--- src/rtl/simt_issue_pkg.sv ---
// Package: shared class encoding and slice-count helper for the warp
// issue sequencer. Assumes the warp size divides evenly by every lane count.
package simt_issue_pkg;

    typedef enum logic [1:0] {
        CLS_NARROW = 2'd0,
        CLS_SFU    = 2'd1,
        CLS_DUAL   = 2'd2,
        CLS_FUSED  = 2'd3
    } op_cls_e;

    // Number of slices a warp needs for a given class.
    function automatic int slice_count(op_cls_e cls, int warp, int narrow,
                                       int sfu, int grp);
        case (cls)
            CLS_NARROW: return warp / narrow;
            CLS_SFU:    return warp / sfu;
            default:    return warp / grp;
        endcase
    endfunction

endpackage

--- src/rtl/simt_issue_ctrl.sv ---
// Control: accepts one instruction when idle, captures its fields and
// steps a slice counter until the last slice. Assumes the slice count is
// at least 2 and fits in the counter width.
module simt_issue_ctrl
    import simt_issue_pkg::*;
#(
    parameter int WARP         = 32,
    parameter int NARROW_LANES = 8,
    parameter int SFU_LANES    = 4,
    parameter int GROUP_LANES  = 16,
    parameter int WID_W        = 5,
    localparam int CNT_W       = $clog2(WARP)
) (
    input  logic             clk,
    input  logic             rst_n,
    input  logic             in_valid,
    output logic             in_ready,
    input  op_cls_e          in_cls,
    input  logic [WID_W-1:0] in_warp_a,
    input  logic [WARP-1:0]  in_mask_a,
    input  logic             in_has_b,
    input  logic [WID_W-1:0] in_warp_b,
    input  logic [WARP-1:0]  in_mask_b,
    output logic             busy,
    output op_cls_e          cls_q,
    output logic [CNT_W-1:0] slice_q,
    output logic             last_q,
    output logic [WID_W-1:0] warp_a_q,
    output logic [WARP-1:0]  mask_a_q,
    output logic             has_b_q,
    output logic [WID_W-1:0] warp_b_q,
    output logic [WARP-1:0]  mask_b_q
);

    logic [CNT_W-1:0] last_idx_q;
    logic [CNT_W-1:0] last_idx_d;
    logic             accept;

    // Ready only when idle and out of reset.
    assign in_ready = rst_n && !busy;
    assign accept   = in_valid && in_ready;

    // Final slice index for the class being offered.
    assign last_idx_d = CNT_W'(slice_count(in_cls, WARP, NARROW_LANES,
                                           SFU_LANES, GROUP_LANES) - 1);

    assign last_q = busy && (slice_q == last_idx_q);

    // Sequencing state: busy flag and slice counter.
    always_ff @(posedge clk) begin
        if (!rst_n) begin
            busy    <= 1'b0;
            slice_q <= '0;
        end else if (accept) begin
            busy    <= 1'b1;
            slice_q <= '0;
        end else if (busy) begin
            if (slice_q == last_idx_q) begin
                busy    <= 1'b0;
                slice_q <= '0;
            end else begin
                slice_q <= slice_q + 1'b1;
            end
        end
    end

    // Instruction capture at acceptance.
    always_ff @(posedge clk) begin
        if (!rst_n) begin
            cls_q      <= CLS_NARROW;
            last_idx_q <= '0;
            warp_a_q   <= '0;
            mask_a_q   <= '0;
            has_b_q    <= 1'b0;
            warp_b_q   <= '0;
            mask_b_q   <= '0;
        end else if (accept) begin
            cls_q      <= in_cls;
            last_idx_q <= last_idx_d;
            warp_a_q   <= in_warp_a;
            mask_a_q   <= in_mask_a;
            has_b_q    <= in_has_b;
            warp_b_q   <= in_warp_b;
            mask_b_q   <= in_mask_b;
        end
    end

endmodule

--- src/rtl/simt_lane_group.sv ---
// Lane group: for one 16-lane group, maps the current slice to per-lane
// thread indices and enables according to the class. GRP selects the group
// position (0 or 1). Assumes GROUP_LANES is even and at least NARROW_LANES.
module simt_lane_group
    import simt_issue_pkg::*;
#(
    parameter int GRP          = 0,
    parameter int WARP         = 32,
    parameter int NARROW_LANES = 8,
    parameter int SFU_LANES    = 4,
    parameter int GROUP_LANES  = 16,
    localparam int TID_W       = $clog2(WARP),
    localparam int HALF        = GROUP_LANES / 2
) (
    input  logic                         busy,
    input  op_cls_e                      cls,
    input  logic [TID_W-1:0]             slice,
    input  logic                         has_b,
    input  logic [WARP-1:0]              mask_a,
    input  logic [WARP-1:0]              mask_b,
    output logic                         grp_valid_o,
    output logic [GROUP_LANES-1:0]       en_o,
    output logic [GROUP_LANES*TID_W-1:0] tid_o
);

    localparam logic [TID_W-1:0] NL_T  = TID_W'(NARROW_LANES);
    localparam logic [TID_W-1:0] SL_T  = TID_W'(SFU_LANES);
    localparam logic [TID_W-1:0] GL_T  = TID_W'(GROUP_LANES);
    localparam logic [TID_W-1:0] OFS_T = TID_W'(GRP * HALF);

    // Group presence: group 0 always carries a slice; group 1 only when a
    // second warp runs in dual class or the groups are fused.
    always_comb begin
        if (GRP == 0) grp_valid_o = busy;
        else grp_valid_o = busy && ((cls == CLS_DUAL && has_b) || cls == CLS_FUSED);
    end

    for (genvar j = 0; j < GROUP_LANES; j++) begin : g_lane
        localparam logic [TID_W-1:0] J_T = TID_W'(j);
        logic             use_l;
        logic             sel_b;
        logic [TID_W-1:0] idx;

        // Per-lane occupancy and thread index for the active class.
        always_comb begin
            use_l = 1'b0;
            sel_b = 1'b0;
            idx   = '0;
            case (cls)
                CLS_NARROW: if (GRP == 0 && j < NARROW_LANES) begin
                    use_l = 1'b1;
                    idx   = slice * NL_T + J_T;
                end
                CLS_SFU: if (GRP == 0 && j < SFU_LANES) begin
                    use_l = 1'b1;
                    idx   = slice * SL_T + J_T;
                end
                CLS_DUAL: begin
                    use_l = 1'b1;
                    sel_b = (GRP != 0);
                    idx   = slice * GL_T + J_T;
                end
                CLS_FUSED: if (j < HALF) begin
                    use_l = 1'b1;
                    idx   = slice * GL_T + OFS_T + J_T;
                end
                default: use_l = 1'b0;
            endcase
            if (!grp_valid_o) begin
                use_l = 1'b0;
                idx   = '0;
            end
        end

        assign tid_o[j*TID_W +: TID_W] = idx;
        assign en_o[j] = use_l && (sel_b ? mask_b[idx] : mask_a[idx]);
    end

endmodule

--- src/rtl/simt_warp_issue.sv ---
// Top: warp lane issue sequencer. Accepts one instruction (one or two
// warps) with a ready/valid handshake and drives one slice per cycle onto
// two lane groups until the warp is complete. Assumes two groups.
module simt_warp_issue
    import simt_issue_pkg::*;
#(
    parameter int WARP         = 32,
    parameter int NARROW_LANES = 8,
    parameter int SFU_LANES    = 4,
    parameter int GROUP_LANES  = 16,
    parameter int WID_W        = 5,
    localparam int TID_W       = $clog2(WARP),
    localparam int NGRP        = 2
) (
    input  logic                              clk,
    input  logic                              rst_n,
    input  logic                              in_valid,
    output logic                              in_ready,
    input  logic [1:0]                        in_cls,
    input  logic [WID_W-1:0]                  in_warp_a,
    input  logic [WARP-1:0]                   in_mask_a,
    input  logic                              in_has_b,
    input  logic [WID_W-1:0]                  in_warp_b,
    input  logic [WARP-1:0]                   in_mask_b,
    output logic [NGRP*GROUP_LANES-1:0]       slice_en,
    output logic [NGRP*GROUP_LANES*TID_W-1:0] slice_tid,
    output logic [NGRP-1:0]                   grp_valid,
    output logic [NGRP*WID_W-1:0]             grp_warp,
    output logic                              slice_last,
    output logic                              done
);

    logic             busy;
    op_cls_e          cls_q;
    logic [TID_W-1:0] slice_q;
    logic             last_q;
    logic [WID_W-1:0] warp_a_q;
    logic [WID_W-1:0] warp_b_q;
    logic [WARP-1:0]  mask_a_q;
    logic [WARP-1:0]  mask_b_q;
    logic             has_b_q;

    simt_issue_ctrl #(
        .WARP(WARP), .NARROW_LANES(NARROW_LANES), .SFU_LANES(SFU_LANES),
        .GROUP_LANES(GROUP_LANES), .WID_W(WID_W)
    ) u_ctrl (
        .clk(clk), .rst_n(rst_n), .in_valid(in_valid), .in_ready(in_ready),
        .in_cls(op_cls_e'(in_cls)), .in_warp_a(in_warp_a), .in_mask_a(in_mask_a),
        .in_has_b(in_has_b), .in_warp_b(in_warp_b), .in_mask_b(in_mask_b),
        .busy(busy), .cls_q(cls_q), .slice_q(slice_q), .last_q(last_q),
        .warp_a_q(warp_a_q), .mask_a_q(mask_a_q), .has_b_q(has_b_q),
        .warp_b_q(warp_b_q), .mask_b_q(mask_b_q)
    );

    for (genvar g = 0; g < NGRP; g++) begin : g_grp
        simt_lane_group #(
            .GRP(g), .WARP(WARP), .NARROW_LANES(NARROW_LANES),
            .SFU_LANES(SFU_LANES), .GROUP_LANES(GROUP_LANES)
        ) u_grp (
            .busy(busy), .cls(cls_q), .slice(slice_q), .has_b(has_b_q),
            .mask_a(mask_a_q), .mask_b(mask_b_q),
            .grp_valid_o(grp_valid[g]),
            .en_o(slice_en[g*GROUP_LANES +: GROUP_LANES]),
            .tid_o(slice_tid[g*GROUP_LANES*TID_W +: GROUP_LANES*TID_W])
        );

        // Warp id carried by this group: its own warp in dual class, else the first.
        always_comb begin
            if (!grp_valid[g]) grp_warp[g*WID_W +: WID_W] = '0;
            else if (g != 0 && cls_q == CLS_DUAL) grp_warp[g*WID_W +: WID_W] = warp_b_q;
            else grp_warp[g*WID_W +: WID_W] = warp_a_q;
        end
    end

    assign slice_last = last_q;
    assign done       = last_q;

endmodule

--- config.mk ---
export PLATFORM = sky130hd
export DESIGN_NAME = simt_warp_issue
export DESIGN_NICKNAME = d
export VERILOG_FILES = /design/src/rtl/simt_issue_pkg.sv /design/src/rtl/simt_issue_ctrl.sv /design/src/rtl/simt_lane_group.sv /design/src/rtl/simt_warp_issue.sv
export SDC_FILE = /design/constraint.sdc
export NUM_CORES = 1
export LEC_CHECK = 0
export ABC_AREA = 1
export BUFFER_PORTS_ARGS = -buffer_cell sky130_fd_sc_hd__buf_2
export CORE_AREA = 5 5 160 100
export DETAILED_ROUTE_END_ITERATION = 8
export DIE_AREA = 0 0 165 105
export PLACE_DENSITY = 0.72
export SLEW_MARGIN = 10
export SYNTH_ARGS = -nofsm -noshare
export SYNTH_HDL_FRONTEND = slang
export SYNTH_SLANG_ARGS = --single-unit
export TNS_END_PERCENT = 50
--- constraint.sdc ---
create_clock -name clk -period 3.2 [get_ports clk]
set_clock_uncertainty 0.05 [all_clocks]
set_input_delay 0.32 -clock clk [delete_from_list [all_inputs] [get_ports clk]]
set_output_delay 0.32 -clock clk [all_outputs]
set_load 0.005 [all_outputs]
==> results of run 1 <==
[sequential cells by signal, summed over array words and instances, names as in the netlist, 2 cells and up]
name	flops
u_ctrl.last_idx_q	5
u_ctrl.mask_b_q	32
u_ctrl.cls_q	2
u_ctrl.mask_a_q	32
u_ctrl.slice_q	5
u_ctrl.warp_a_q	5
u_ctrl.warp_b_q	5
[layer usage]
layer / vias to the layer above / GRT usage / wire, microns
li1: 2848 / - / -
met1: 2610 / 0.325 / 9230
met2: 283 / 0.302 / 7720
met3: 11 / 0.0563 / 1910
met4: 0 / 0.0279 / 104
met5: - / 0 / 0
[power by group through the flow]
stage          Sequential (W)  Combinational (W)  Clock [W]
3_3_place_gp          0.00128           0.000475          0
5_1_grt               0.00127           0.000550    0.00119
6_report              0.00126           0.000482    0.00112
2_1_floorplan         0.00125           0.000381          0
3_5_place_dp          0.00128           0.000476          0
4_1_cts               0.00126           0.000479    0.00114
[cell families after synthesis]
kind of cell,share of synthesized area
and+or+nand+nor,0.224
buffers and inverters,0.281
AOI/OAI and AO/OA,0.179
DFF,0.305
xor gates and xnor gates,0.00759
adders and majority gates,0.00217
other,0.000650
[through the flow]
stage / setup WS, ns / util / power (W)
after CTS: 0.162 / 0.458 / 0.00288
after floorplan: 0.711 / - / 0.00163
after detailed placement: 0.547 / 0.436 / 0.00176
final: 0.325 / 0.459 / 0.00286
after global placement: 0.583 / 0.436 / 0.00175
after global routing: 0.124 / 0.459 / 0.00301
[layout make-up]
class / instances / area [sq um] / share of cell area
multi-input combinational: 556 / 2560 / 0.390
sequential: 88 / 1760 / 0.269
timing repair buffer: 261 / 1350 / 0.206
inverter: 86 / 327 / 0.0497
clock buffer: 11 / 253 / 0.0385
tap: 198 / 248 / 0.0377
clock inverter: 5 / 62.6 / 0.00953
[worst reg2reg max path, stage by stage (launching register included)]
cell	delay [ns]
dfxtp_2	0.51
buf_4	0.27
nor2_1	0.10
nand2_1	0.21
nand2_1	0.11
clkinv_1	0.15
buf_4	0.31
nand2_1	0.09
nor3_1	0.17
[how the worst max path moves through the flow]
stage,from,endpoint,slack [ns],depth (start not counted)
after floorplan,u_ctrl.busy,slice_tid[125],0.71,6
after global placement,u_ctrl.busy,slice_en[1],0.58,8
after detailed placement,u_ctrl.busy,slice_en[1],0.55,8
after CTS,u_ctrl.busy,slice_en[1],0.16,8
after global routing,u_ctrl.cls_q[0],slice_en[1],0.12,9
final,u_ctrl.cls_q[0],slice_en[1],0.33,9
[synth_stat cells, drive strengths merged (2+ instances only)]
| library cell | instances | area share |
|---|---|---|
| xor2 | 4 | 0.0061 |
| nor3 | 4 | 0.0035 |
| nor2 | 56 | 0.038 |
| clkinv | 3 | 0.0020 |
| nand2 | 230 | 0.15 |
| inv | 83 | 0.054 |
| a22o | 21 | 0.032 |
| dfxtp | 88 | 0.31 |
| nand4 | 2 | 0.0022 |
| nand3 | 36 | 0.031 |
| o211ai | 15 | 0.020 |
| o21ai | 87 | 0.076 |
| a21oi | 45 | 0.039 |
| a211oi | 6 | 0.0078 |
| buf | 170 | 0.21 |
| clkbuf | 17 | 0.011 |
[repair_timing]
| action | CTS | global route |
|---|---|---|
| setup endpoints to repair | 0 | 11 |
| hold endpoints to repair | 0 | 0 |
| resized for setup | 0 | 3 |
==> results.json, run 1 <==
{
  "power.switching_w": 0.000847,
  "seqPwrFrac": 0.440,
  "stdcell_count": 1205,
  "num_antenna_cells": 0,
  "hold_path.class": "primary input to flop",
  "synthFlopType": "dfxtp_1",
  "synth.distinct_cells": 27,
  "timing.final.hold_violations": 0,
  "htree_levels": 3,
  "pwr_density_cell_mw_per_mm2": 436,
  "avgSynthCellArea_sq_um": 6.60,
  "cts-root-buf": "clkbuf_16",
  "swShare": 0.296,
  "grt_pass1_vias": 5187,
  "post-place-cells": 1189,
  "ctsHoldBuffers": 0,
  "first_pass_iters": 6,
  "tns_ns": 0,
  "drtAntennaViolNets": 0,
  "path_class": "flop to primary output",
  "ys_seq_area_frac": 0.305,
  "end_kind": "primary output",
  "outcome": "finished clean",
  "critPathMaxFanout": 10,
  "path_clk_slew_ns": 0.07,
  "vias": 5752,
  "avgRoutedWirePerCell_microns": 15.7,
  "fin_hold_ws_ns": 0.121,
  "min_from": "in_mask_a[14]",
  "p_leak_nw": 3.55,
  "maxCapViolations": 0,
  "r2r_end": "u_ctrl.slice_q[3]",
  "numPortBuffers": 242,
  "async_flop_share": 0,
  "routed_wl_microns": 19000,
  "die_w_microns": 165,
  "place.gp.congestion": 0.903,
  "slowest_stage": "dfxtp_1",
  "critPathBufInv": 3,
  "crit_chain": "inv_1 -> nand2_1 -> o21ai_4 -> nor2_1 -> inv_1 -> nand3_1 -> nand2_1 -> nor2_1 -> buf_2",
  "drv_slew": 0,
  "hold_depth": 3,
  "dp_hpwl_microns": 14900,
  "viasPerCell": 4.77,
  "cts_buffer_depth": 2,
  "ff2ff_path_depth": 8,
  "critical_path.top_delay_family": "simple AND/OR/NAND/NOR gates",
  "final_common_cell": "buf_2",
  "slowest_delay_ns": 0.48,
  "grt_usage": 0.212,
  "coreArea_sq_mm": 0.0143,
  "synth-edff-count": 0,
  "internal-power_w": 0.00201,
  "rows": 34,
  "grt_pass1_wl_microns": 29400,
  "start_kind": "flop",
  "area_growth_pct": 13.7,
  "rsz0062_at_grt": "false",
  "min_to": "u_ctrl.mask_a_q[14]",
  "clkLatencyLatePin_ns": 0.34,
  "antenna_found_initial": 0,
  "critical_path_arrival_ns": 2.50,
  "finalCriticalPeriod_ns": 2.87,
  "grt_max_degree": 60,
  "finalSetupViolations": 0,
  "fin_area_sq_mm": 0.00657,
  "drt_iter0_markers": 463,
  "rr_startpoint": "u_ctrl.busy",
  "ir_drop_uv": 240,
  "postCtsSetupRepairBufs": 0,
  "io_pins": 287,
  "grt-ovfl-total": 0,
  "drcViolationCount": 0,
  "numCtsBuffers": 9,
  "layout.nets": 1083,
  "max_slew_margin": 0.615,
  "place_area_sq_mm": 0.00624,
  "ff2ff_setup_slack_ns": 1.15,
  "critPathRequiredTime_ns": 2.83,
  "drive_gt1_frac": 0.282,
  "p_clk_frac": 0.391,
  "die_h_microns": 105,
  "die_area_sq_mm": 0.0173,
  "cts_sinks": 88,
  "layout_common_cells": "buf_2, nand2_1, dfxtp_1",
  "ys_ff_latch": 88,
  "cts_tree": "yes",
  "yosysWarningCount": 0,
  "combPwrFrac": 0.168,
  "syn-cell-area_sq_mm": 0.00577,
  "fmax_mhz": 348,
  "fillers": 1574,
  "postSynthCellCount": 874,
  "worstMarginPinSlew_ns": 0.577,
  "start_util": 0.404,
  "fin_crit_sh": 0.898
}
No activity file was read; power rests on OpenSTA's default activity.
==> run 2: changes to the inputs <==
--- a/config.mk
+++ b/config.mk
@@ -10,6 +10,7 @@
 export CORE_AREA = 5 5 160 100
 export DETAILED_ROUTE_END_ITERATION = 8
 export DIE_AREA = 0 0 165 105
+export GPL_TIMING_DRIVEN = 0
 export PLACE_DENSITY = 0.72
 export SLEW_MARGIN = 10
 export SYNTH_ARGS = -nofsm -noshare
==> run 2 against run 1 <==
Maximum frequency shrank 3.6%. Power grew 1.2%. Final cell count is 14% higher. First-iteration DRC count grew 55%. Highest routed layer unchanged.
==> results.json, run 2 (synthesized netlist as in run 1, its figures left out) <==
{
  "outcome": "finished clean",
  "end_kind": "primary output",
  "grt_pass1_wl_microns": 32500,
  "start_kind": "flop",
  "layout.nets": 1254,
  "p_leak_nw": 4.37,
  "pwr_density_cell_mw_per_mm2": 374,
  "fin_crit_sh": 0.932,
  "numPortBuffers": 242,
  "critPathRequiredTime_ns": 2.83,
  "path_clk_slew_ns": 0.07,
  "cts-root-buf": "clkbuf_16",
  "num_antenna_cells": 0,
  "reg_top3": "u_ctrl.mask_a_q: 32 flops, u_ctrl.mask_b_q: 32 flops",
  "fillers": 1495,
  "ctsHoldBuffers": 0,
  "min_from": "in_mask_a[28]",
  "fin_area_sq_mm": 0.00773,
  "max_slew_margin": 0.509,
  "fmax_mhz": 335,
  "coreArea_sq_mm": 0.0143,
  "antenna_found_initial": 0,
  "drt_iter0_markers": 718,
  "viasPerCell": 4.64,
  "critPathMaxFanout": 10,
  "rr_startpoint": "u_ctrl.busy",
  "first_pass_iters": 6,
  "clkLatencyLatePin_ns": 0.34,
  "finalSetupViolations": 0,
  "cts_buffer_depth": 2,
  "place.gp.congestion": 0.971,
  "layout_setup_ws_ns": 0.217,
  "grt_usage": 0.238,
  "die_w_microns": 165,
  "critical_path_arrival_ns": 2.61,
  "finalCriticalPeriod_ns": 2.98,
  "hold_path.class": "primary input to flop",
  "startpoint": "u_ctrl.busy",
  "r2r_end": "u_ctrl.mask_a_q[2]",
  "drive_gt1_frac": 0.374,
  "ir_drop_uv": 341,
  "cts_tree": "yes",
  "timing.final.hold_violations": 0,
  "rsz0062_at_grt": "false",
  "start_util": 0.404,
  "ff2ff_path_depth": 6,
  "multi_input_area_sq_mm": 0.00258,
  "drtAntennaViolNets": 0,
  "area_growth_pct": 33.9,
  "cp-endpoint": "slice_en[2]",
  "seqCellArea_sq_mm": 0.00176,
  "grt_max_degree": 22,
  "dp_hpwl_microns": 17300,
  "layout_common_cells": "buf_2, nand2_1, buf_4",
  "numCtsBuffers": 9,
  "maxCapViolations": 0,
  "pre_cts_ws_ns": -0.107,
  "drcViolationCount": 0,
  "path_class": "flop to primary output",
  "place_area_sq_mm": 0.00739,
  "die_area_sq_mm": 0.0173,
  "routed_wl_microns": 21400,
  "grt_pass1_vias": 5744,
  "worstMarginPinSlew_ns": 0.737,
  "cts_sinks": 88,
  "htree_levels": 3,
  "avgRoutedWirePerCell_microns": 15.6,
  "io_pins": 287,
  "tns_ns": 0,
  "ff2ff_setup_slack_ns": 1.18,
  "rows": 34,
  "die_h_microns": 105,
  "drv_slew": 0,
  "vias": 6391,
  "grt-ovfl-total": 0,
  "final_common_cell": "buf_2"
}
## run 2: cell types whose count changed in the layout (fill, tap and decap cells not counted), moves of 2 or more
| cell | change |
|---|---|
| clkbuf_1 | +17 |
| buf_4 | +135 |
| nor2_1 | -3 |
| inv_6 | -2 |
| buf_2 | +17 |
| nor2_4 | +2 |
| nor2_2 | +2 |
## run 2: worst max-delay path, stage by stage (launching register included)
cell and delay [ns]:
dfxtp_2 0.47, buf_4 0.22, nand4_1 0.35, clkbuf_1 0.38
o21ai_0 0.20, nand3_1 0.11, nand3_1 0.08, nand2_1 0.12
nor2_1 0.19, buf_2 0.14
## run 2: worst min-delay path by stage
stage	end	slack, ns	depth (start not counted)
2_1_floorplan	u_ctrl.last_idx_q[1]	0.36	1
3_3_place_gp	u_ctrl.last_idx_q[4]	0.38	2
3_5_place_dp	u_ctrl.last_idx_q[4]	0.38	2
4_1_cts	u_ctrl.warp_b_q[0]	0.11	3
5_1_grt	u_ctrl.mask_a_q[28]	0.13	3
6_report	u_ctrl.mask_a_q[28]	0.12	3
## run 2: report_power, final
group	switching, W	leakage, nW	internal [W]
clock	0.000460	0.135	0.000570
combinational	0.000356	3.51	0.000253
sequential	0.0000711	0.724	0.00118
## run 2: stage by stage
| stage | utilization | hold slack, ns | cells | power [W] |
|---|---|---|---|---|
| 3_5_place_dp | 0.517 | 0.383 | 1357 | 0.00187 |
| 3_3_place_gp | 0.517 | 0.378 | 1357 | 0.00186 |
| 6_report | 0.541 | 0.118 | 1376 | 0.00289 |
| 2_1_floorplan | - | 0.359 | 917 | 0.00163 |
| 5_1_grt | 0.541 | 0.127 | 1376 | 0.00303 |
| 4_1_cts | 0.538 | 0.114 | 1374 | 0.00288 |
## run 2: cell type report
cell class	count	area share
Clock buffer	12	0.0332
Inverter	86	0.0422
Tap cell	198	0.0320
Sequential cell	88	0.228
Timing Repair inverter	1	0.000971
Timing Repair Buffer	243	0.158
Clock inverter	4	0.00372
Buffer	187	0.168
Multi-Input combinational cell	557	0.334
## run 2: what timing repair did
action,4_1_cts,5_1_grt
setup buffers,0,1
gates resized for setup,3,8
gates cloned,1,1
endpoints found under the hold margin,0,0
pin swaps,1,1
setup endpoints to repair,43,39
## run 2: layer usage
| metal | wire [microns] | GRT usage |
|---|---|---|
| met1 | 10100 | 0.375 |
| met5 | 0 | 0 |
| met3 | 2580 | 0.0653 |
| met2 | 8510 | 0.324 |
| met4 | 223 | 0.0368 |
